**config.mk**
```make
export PLATFORM = sky130hd
export DESIGN_NAME = smu_uart
export DESIGN_NICKNAME = d
export VERILOG_FILES = /design/src/rtl/smu_pkg.sv /design/src/rtl/smu_flag.sv /design/src/rtl/smu_tx.sv /design/src/rtl/smu_rx.sv /design/src/rtl/smu_uart.sv
export SDC_FILE = /design/constraint.sdc
export NUM_CORES = 1
export LEC_CHECK = 0
export BUFFER_PORTS_ARGS = -buffer_cell sky130_fd_sc_hd__buf_2
export CORE_MARGIN = 10
export CORE_UTILIZATION = 45
export CTS_CLUSTER_DIAMETER = 150
export DETAILED_ROUTE_END_ITERATION = 16
export GPL_ROUTABILITY_DRIVEN = 1
export PLACE_DENSITY = 0.67
export SLEW_MARGIN = 20
export SYNTH_ARGS = -nofsm -noshare
export SYNTH_HDL_FRONTEND = slang
export SYNTH_HIERARCHICAL = 1
export SYNTH_SLANG_ARGS = --single-unit
```
**constraint.sdc**
```tcl
create_clock -name clk_i -period 3.12 [get_ports clk_i]
set_input_delay 0.156 -clock clk_i [delete_from_list [all_inputs] [get_ports clk_i]]
set_output_delay 0.156 -clock clk_i [all_outputs]
set_load 0.02 [all_outputs]
```
**src/rtl/smu_pkg.sv**
```systemverilog
package smu_pkg;
  localparam int WMAX = 9;
  localparam int IW   = 4;

  localparam logic [2:0] FMT_D7  = 3'd0;
  localparam logic [2:0] FMT_D7P = 3'd1;
  localparam logic [2:0] FMT_D8P = 3'd3;
  localparam logic [2:0] FMT_D9  = 3'd4;

  function automatic logic [IW-1:0] data_len(logic [2:0] f);
    case (f)
      FMT_D7, FMT_D7P: return 4'd7;
      FMT_D9:          return 4'd9;
      default:         return 4'd8;
    endcase
  endfunction

  function automatic logic has_par(logic [2:0] f);
    return (f == FMT_D7P) || (f == FMT_D8P);
  endfunction

  function automatic logic [IW-1:0] frame_len(logic [2:0] f);
    return data_len(f) + {3'b000, has_par(f)};
  endfunction

  // nine-bit frames signal the word at the last bit, not at the stop bit
  function automatic logic early_irq(logic [2:0] f);
    return frame_len(f) == 4'd9;
  endfunction

  function automatic logic [WMAX-1:0] data_mask(logic [2:0] f);
    case (data_len(f))
      4'd7:    return 9'h07f;
      4'd9:    return 9'h1ff;
      default: return 9'h0ff;
    endcase
  endfunction
endpackage

```
**src/rtl/smu_flag.sv**
```systemverilog
module smu_flag (
  input  logic clk_i,
  input  logic rst_ni,
  input  logic set_i,
  input  logic rd_i,
  output logic q_o
);
  always_ff @(posedge clk_i or negedge rst_ni) begin
    if (!rst_ni) q_o <= 1'b0;
    else         q_o <= set_i | (q_o & ~rd_i);
  end


  set_wins_chk: assert property (@(posedge clk_i) disable iff (!rst_ni)
    set_i |=> q_o);

  rd_clr_chk: assert property (@(posedge clk_i) disable iff (!rst_ni)
    (rd_i && !set_i) |=> !q_o);
endmodule

```
**src/rtl/smu_tx.sv**
```systemverilog
module smu_tx
  import smu_pkg::*;
#(
  parameter int OVS = 16
) (
  input  logic            clk_i,
  input  logic            rst_ni,
  input  logic            tick_i,
  input  logic [2:0]      fmt_i,
  input  logic            par_odd_i,
  input  logic [WMAX-1:0] data_i,
  input  logic            wr_i,
  output logic            txd_o,
  output logic            busy_o,
  output logic            irq_o
);
  localparam int CW = $clog2(OVS);

  typedef enum logic [1:0] {T_IDLE, T_START, T_BITS, T_STOP} tst_e;

  tst_e            st_q;
  logic [CW-1:0]   cnt_q;
  logic [IW-1:0]   idx_q, last_q;
  logic [WMAX:0]   fr_q, fr_d;
  logic [WMAX-1:0] dm;

  always_comb begin
    dm   = data_i & data_mask(fmt_i);
    fr_d = {1'b0, dm};
    if (has_par(fmt_i)) fr_d[data_len(fmt_i)] = (^dm) ^ par_odd_i;
  end

  always_ff @(posedge clk_i or negedge rst_ni) begin
    if (!rst_ni) begin
      st_q   <= T_IDLE;
      cnt_q  <= '0;
      idx_q  <= '0;
      last_q <= '0;
      fr_q   <= '0;
      irq_o  <= 1'b0;
    end else begin
      irq_o <= 1'b0;
      if (st_q == T_IDLE) begin
        if (wr_i) begin
          st_q   <= T_START;
          cnt_q  <= '0;
          fr_q   <= fr_d;
          last_q <= frame_len(fmt_i) - 4'd1;
        end
      end else if (tick_i) begin
        cnt_q <= cnt_q + 1'b1;
        if (cnt_q == CW'(OVS-1)) begin
          case (st_q)
            T_START: begin
              st_q  <= T_BITS;
              idx_q <= '0;
            end
            T_BITS: begin
              if (idx_q == last_q) begin
                st_q  <= T_STOP;
                irq_o <= 1'b1;
              end else begin
                idx_q <= idx_q + 1'b1;
              end
            end
            default: st_q <= T_IDLE;
          endcase
        end
      end
    end
  end

  always_comb begin
    case (st_q)
      T_START: txd_o = 1'b0;
      T_BITS:  txd_o = fr_q[idx_q];
      default: txd_o = 1'b1;
    endcase
  end

  assign busy_o = (st_q != T_IDLE);


  stop_on_irq_chk: assert property (@(posedge clk_i) disable iff (!rst_ni)
    $rose(irq_o) |-> (busy_o && txd_o));

  idle_high_chk: assert property (@(posedge clk_i) disable iff (!rst_ni)
    !busy_o |-> txd_o);

  start_low_chk: assert property (@(posedge clk_i) disable iff (!rst_ni)
    $rose(busy_o) |-> !txd_o);
endmodule

```
**src/rtl/smu_rx.sv**
```systemverilog
module smu_rx
  import smu_pkg::*;
#(
  parameter int OVS = 16
) (
  input  logic            clk_i,
  input  logic            rst_ni,
  input  logic            tick_i,
  input  logic [2:0]      fmt_i,
  input  logic            par_odd_i,
  input  logic            rxd_i,
  input  logic            rd_i,
  output logic [WMAX-1:0] data_o,
  output logic            irq_o,
  output logic            perr_set_o,
  output logic            ferr_set_o,
  output logic            oerr_set_o
);
  localparam int CW  = $clog2(OVS);
  localparam int MID = OVS / 2;

  typedef enum logic [1:0] {R_IDLE, R_START, R_DATA, R_STOP} rst_e;

  rst_e            st_q;
  logic [1:0]      sync_q;
  logic [CW-1:0]   cnt_q;
  logic [IW-1:0]   idx_q;
  logic [WMAX:0]   sh_q, word, sel_word;
  logic [1:0]      vote_q;
  logic            unread_q, opend_q;
  logic            rx_s, early, last_bit, samp, stop_ctr, ld, fin, maj, unread_eff, perr_now;
  logic [WMAX-1:0] dat;

  assign rx_s     = sync_q[1];
  assign early    = early_irq(fmt_i);
  assign last_bit = (idx_q == frame_len(fmt_i) - 4'd1);
  assign samp     = tick_i && (cnt_q == CW'(MID-1));
  assign stop_ctr = tick_i && (cnt_q == CW'(MID));

  always_comb begin
    word         = sh_q;
    word[idx_q]  = rx_s;  // bit sampled this cycle joins the word early
    sel_word     = (st_q == R_DATA) ? word : sh_q;
    dat          = sel_word[WMAX-1:0] & data_mask(fmt_i);
    perr_now     = has_par(fmt_i) && (sel_word[data_len(fmt_i)] != ((^dat) ^ par_odd_i));
    ld           = ((st_q == R_DATA) && samp && last_bit && early) ||
                   ((st_q == R_STOP) && stop_ctr && !early);
    fin          = (st_q == R_STOP) && stop_ctr;
    maj          = (vote_q[0] & vote_q[1]) | (vote_q[0] & rx_s) | (vote_q[1] & rx_s);
    unread_eff   = unread_q & ~rd_i;
  end

  assign perr_set_o = ld && perr_now;
  assign ferr_set_o = fin && !maj;
  assign oerr_set_o = fin && (early ? opend_q : unread_eff);

  always_ff @(posedge clk_i or negedge rst_ni) begin
    if (!rst_ni) begin
      sync_q   <= 2'b11;
      st_q     <= R_IDLE;
      cnt_q    <= '0;
      idx_q    <= '0;
      sh_q     <= '0;
      vote_q   <= 2'b11;
      unread_q <= 1'b0;
      opend_q  <= 1'b0;
      data_o   <= '0;
      irq_o    <= 1'b0;
    end else begin
      sync_q <= {sync_q[0], rxd_i};
      irq_o  <= 1'b0;
      if (rd_i) unread_q <= 1'b0;
      if (ld) begin
        data_o   <= dat;
        unread_q <= 1'b1;
        irq_o    <= 1'b1;
        if (early) opend_q <= unread_eff;
      end
      if (st_q == R_IDLE) begin
        if (tick_i && !rx_s) begin
          st_q  <= R_START;
          cnt_q <= '0;
          sh_q  <= '0;
        end
      end else if (tick_i) begin
        cnt_q <= cnt_q + 1'b1;
        case (st_q)
          R_START: begin
            if (cnt_q == CW'(MID-1) && rx_s) st_q <= R_IDLE;
            else if (cnt_q == CW'(OVS-1)) begin
              st_q  <= R_DATA;
              idx_q <= '0;
            end
          end
          R_DATA: begin
            if (cnt_q == CW'(MID-1)) sh_q[idx_q] <= rx_s;
            if (cnt_q == CW'(OVS-1)) begin
              if (last_bit) st_q <= R_STOP;
              else          idx_q <= idx_q + 1'b1;
            end
          end
          default: begin
            if (cnt_q == CW'(MID-2)) vote_q[0] <= rx_s;
            if (cnt_q == CW'(MID-1)) vote_q[1] <= rx_s;
            if (cnt_q == CW'(MID))   st_q <= R_IDLE;
          end
        endcase
      end
    end
  end


  irq_pulse_chk: assert property (@(posedge clk_i) disable iff (!rst_ni)
    irq_o |=> !irq_o);

  narrow_zero_chk: assert property (@(posedge clk_i) disable iff (!rst_ni)
    (irq_o && (fmt_i == FMT_D7 || fmt_i == FMT_D7P)) |-> (data_o[WMAX-1:WMAX-2] == 2'b00));

  ovr_needs_word_chk: assert property (@(posedge clk_i) disable iff (!rst_ni)
    oerr_set_o |-> unread_q);
endmodule

```
**src/rtl/smu_uart.sv**
```systemverilog
module smu_uart
  import smu_pkg::*;
#(
  parameter int OVS = 16
) (
  input  logic       clk_i,
  input  logic       rst_ni,
  input  logic       tick_i,
  input  logic [2:0] fmt_i,
  input  logic       par_odd_i,
  input  logic [8:0] tx_data_i,
  input  logic       tx_wr_i,
  output logic       txd_o,
  output logic       tx_busy_o,
  output logic       tx_irq_o,
  input  logic       rxd_i,
  output logic [8:0] rx_data_o,
  input  logic       rx_rd_i,
  output logic       rx_irq_o,
  input  logic       flag_rd_i,
  output logic       perr_o,
  output logic       ferr_o,
  output logic       oerr_o
);
  localparam int NF = 3;

  logic          pset, fset, oset;
  logic [NF-1:0] set_w, q_w;

  smu_tx #(.OVS(OVS)) u_tx (
    .clk_i, .rst_ni, .tick_i, .fmt_i, .par_odd_i,
    .data_i(tx_data_i), .wr_i(tx_wr_i),
    .txd_o, .busy_o(tx_busy_o), .irq_o(tx_irq_o)
  );

  smu_rx #(.OVS(OVS)) u_rx (
    .clk_i, .rst_ni, .tick_i, .fmt_i, .par_odd_i,
    .rxd_i, .rd_i(rx_rd_i), .data_o(rx_data_o), .irq_o(rx_irq_o),
    .perr_set_o(pset), .ferr_set_o(fset), .oerr_set_o(oset)
  );

  assign set_w = {oset, fset, pset};

  for (genvar g = 0; g < NF; g++) begin : g_flag
    smu_flag u_flag (
      .clk_i, .rst_ni, .set_i(set_w[g]), .rd_i(flag_rd_i), .q_o(q_w[g])
    );
  end

  assign perr_o = q_w[0];
  assign ferr_o = q_w[1];
  assign oerr_o = q_w[2];
endmodule

```
==> summary.md <==
The run finished with clean final reports. The path with the worst hold slack has its endpoint at u_tx/fr_q[2]. After detailed routing, the average wire length per cell comes to 16.0 µm.

The run gives 0.457 as the starting density of the core. Using the TritonRoute via totals, the vias-per-cell ratio works out to 5.47. The run gives 0.394 as the sequential power share.

Data arrives at the worst endpoint at 3.06 ns. The post-cts resize count is 0, and the count of pins over their slew limit is 0. Setup violations remaining at the end of the flow were counted as 0.

The number of inserted filler cells in the final layout was 797; the final period utilization was 0.906. The worst hold path depth was 3. Most used flip-flop cell after synthesis: sky130_fd_sc_hd__dfrtp_1. The tools report the total of warnings raised by yosys as 6.

By area, the combinational part of the netlist is dominated by simple AND/OR/NAND/NOR gates. The most area-hungry cell type in the Yosys netlist is sky130_fd_sc_hd__dfrtp_1. After synthesis, the netlist uses 61 different library cells. For the final routed wirelength across all metal layers, the log shows 8940 µm.

From synthesis to final layout, the design area changed by 12.7%. The sort of element at the start of the critical path is a register. The startpoint of the most critical register-to-register path is u_rx/st_q[0]. Once detailed placement completed, the half-perimeter wirelength came to 6550 µm.

The root buffer cell chosen for the clock tree is sky130_fd_sc_hd__clkbuf_8. The sequential cell area fraction in the yosys report is 0.402, and the share of final-layout standard cells stronger than drive strength 1 is 0.162. In this run the worst path has a maximum fanout of 11. The logs give 0 for the total setup buffers inserted after CTS and 3930 µm² for the cell area after synthesis. The shortest clock period the worst path allows after layout works out to 2.83 ns. The clock reaches the later pin of the worst-skew pair after 0.34 ns. The register clock-pin slew on the reported worst setup and hold paths works out to 0.07 ns. Maximum clock skew at final layout: 0.00896 ns.

The number of buffers inserted by hold repair at cts came out at 2. The number of buffers on the longest clock path came out at 2. The tools report the fraction of power consumed by combinational cells as 0.340. For this design, the sink count on the clock tree is 63.

The share of async-settable or async-resettable flops after synthesis came out at 1.00. In this run the worst hold path is classified as input port to register. The tools report the hold slack as 0.0293 ns. The number of global-route vias before repair is 3129. The number of max-cap violations was 0; the number of buffers added by the clock tree synthesis step was 9. The number of nets handed over by synthesis was 455. The run gives 1.10 mW as the power dissipated by switching net loads. After synthesis, the cell types taking the most area are sky130_fd_sc_hd__dfrtp_1 (38%), sky130_fd_sc_hd__ha_1 (6.7%), sky130_fd_sc_hd__nand2_1 (6.3%).

The run gives 3.35 ns as the endpoint required time on the critical path. The detailed router placed 3056 vias in this run. The number of antenna violations at the first check in global routing came out at 0.

Fraction of synthesized area in multiplexers: 0.0936. In this run the power density over the cells is 695 nW/µm². The floorplan step defined a die boundary enclosing 12900 µm². Once placement finished, the instance area stood at 4180 µm². The total number of nets in the final design was 488; the post-synthesis share of cell area spent on and, or, nand and nor gates was 0.192.

For the relative slew slack, the log shows 0.527. The number of enable-type register cells in the synthesized netlist is 0, and the logic depth of the worst register-to-register path is 9. The run gives 8590 µm² as the area of the core region.

The run gives 0.266 as the proportion of power drawn by the clock network. The post-synthesis xor/xnor area fraction is 0.0624. The endpoint identified for the worst register-to-register timing path is g_flag[0].u_flag/q_o. Antenna diode instance count: 0.

Sorting the synthesized cells by how often they occur yields sky130_fd_sc_hd__nand2_1 (66), sky130_fd_sc_hd__dfrtp_1 (59), sky130_fd_sc_hd__o21ai_0 (31). Synthesis handed over a netlist of 414 instances. Reg2reg setup slack: 0.29 ns. The run gives 3 as the maximum level of the CTS H-tree.

sky130_fd_sc_hd__nand2_1 is the most common cell in the netlist. Endpoint type of the worst setup path: a register. The switching power as a share of total power was 0.358. TritonCTS built the clock tree. The final hold violation count is 0. The fraction of post-synthesis cell area in the top cell type by area was 0.376. The largest net degree at the start of global routing came out at 36. The internal power came out at 1.98 mW. The synthesized-area fraction occupied by ao, oa, aoi and oai cells was 0.133.

The placer congestion estimate came out at 0.878. The horizontal die dimension came out at 113 µm. Leftover overflow at the end of global routing: 0. After synthesis, the mean cell area works out to 9.49 µm².

The first TritonRoute pass finished after 4 iterations. The first global-routing pass estimated 15300 µm of wire. The sum of negative setup slack is 0 ns. The worst hold path begins at tx_data_i[2]. The number of antenna-violating nets in the routed design was 0; the DRC violation count after routing was 0.

The top-level port count is 36, and the count of buffers inserted at the top-level ports is 35. The peak ir drop on the vdd network is 0.309 mV. The number of cell rows is 34. Setup repair after global routing left no endpoint under its margin. The critical path in this run is classified as register to register. The cell leakage power was 2.13 nW; the overall die height was 113 µm. The post-synthesis share of cell area spent on full adders, half adders and majority gates is 0.0694, and the total track usage is 0.144.

Once layout is done, the placed cells without fillers occupy 4430 µm². The slew at the pin closest to its max-slew limit is 0.710 ns. After the first detailed-routing iteration, the DRC count stood at 173. For this run, the top clock speed supported by timing is 0.354 GHz. The count of state elements after synthesis was 63.
[cells in the final DEF (no fill, tap or decap), drive strengths merged, types with 9 or more instances in the layout]
master and instances:
xnor2 18, a21oi 18, nand2 66, dfrtp 59, ha 21, nor2b 9, o21ai 31, buf 40
nor2 18, inv 23, nand3 9, clkbuf 12, mux2i 24
[kinds of logic (layout without fill, tap and decap cells)]
family / Yosys count / after routing
buf+inv: 43 / 80
flops: 63 / 63
compound gates: 81 / 81
mux: 33 / 33
simple gates: 148 / 148
xor+xnor: 24 / 24
fa+ha+maj: 22 / 22
[area by class of cell]
cell class	instances	area [µm²]	share of cell area
Timing Repair Buffer	42	233	0.0525
Clock inverter	3	65.1	0.0147
Multi-Input combinational cell	308	2160	0.488
Inverter	23	86.3	0.0195
Clock buffer	12	165	0.0373
Tap cell	108	135	0.0305
Sequential cell	63	1580	0.357
[worst max-delay path, stage by stage, from the launching register on]
cell and delay (ns):
sky130_fd_sc_hd__dfrtp_1 0.41, sky130_fd_sc_hd__inv_1 0.14, sky130_fd_sc_hd__ha_1 0.38, sky130_fd_sc_hd__and4bb_1 0.29, sky130_fd_sc_hd__mux2i_2 0.27, sky130_fd_sc_hd__xnor3_1 0.39, sky130_fd_sc_hd__xnor2_2 0.19, sky130_fd_sc_hd__xnor3_1 0.31
sky130_fd_sc_hd__and3_1 0.19, sky130_fd_sc_hd__a21o_1 0.15
[sequential cells by signal, indices dropped and copies added (netlist names), 3 cells and up]
register	count
u_tx/fr_q	10
u_tx/idx_q	4
u_tx/cnt_q	4
u_rx/cnt_q	4
u_tx/last_q	3
g_flag.u_flag/q_o	3
u_rx/data_o	9
u_rx/sh_q	10
u_rx/idx_q	4
[worst max-delay path by stage]
stage,from,end,depth (start not counted)
finish,u_rx/st_q[0],g_flag[0].u_flag/q_o,9
global route,u_rx/st_q[0],g_flag[0].u_flag/q_o,9
CTS,u_rx/st_q[0],g_flag[0].u_flag/q_o,9
detailed placement,u_rx/st_q[0],g_flag[0].u_flag/q_o,9
global placement,fmt_i[0],g_flag[0].u_flag/q_o,13
floorplan,u_rx/idx_q[1],g_flag[0].u_flag/q_o,10
[power groups by stage]
stage	clock network, mW	registers [mW]	logic (mW)
6_report	0.819	1.21	1.05
5_1_grt	0.872	1.25	1.18
4_1_cts	0.839	1.21	1.06
3_5_place_dp	0	1.23	1.05
3_3_place_gp	0	1.22	1.02
2_1_floorplan	0	1.20	0.769
[through the flow]
stage | setup slack [ns] | total power [mW] | std cells | util
finish | 0.294 | 3.08 | 559 | 0.515
global route | 0.167 | 3.30 | 559 | 0.515
CTS | 0.291 | 3.11 | 559 | 0.515
detailed placement | 0.318 | 2.28 | 542 | 0.486
global placement | 0.399 | 2.24 | 542 | 0.486
floorplan | 0.582 | 1.97 | 414 | -
[routing by layer]
layer | part of all wire | up-vias | global-route usage
li1 | - | 1513 | -
met1 | 0.44 | 1478 | 0.172
met2 | 0.50 | 52 | 0.245
met3 | 0.041 | 13 | 0.0315
met4 | 0.016 | 0 | 0.0592
met5 | 0 | - | 0
Note: power is estimated with default switching activity, not from simulation.
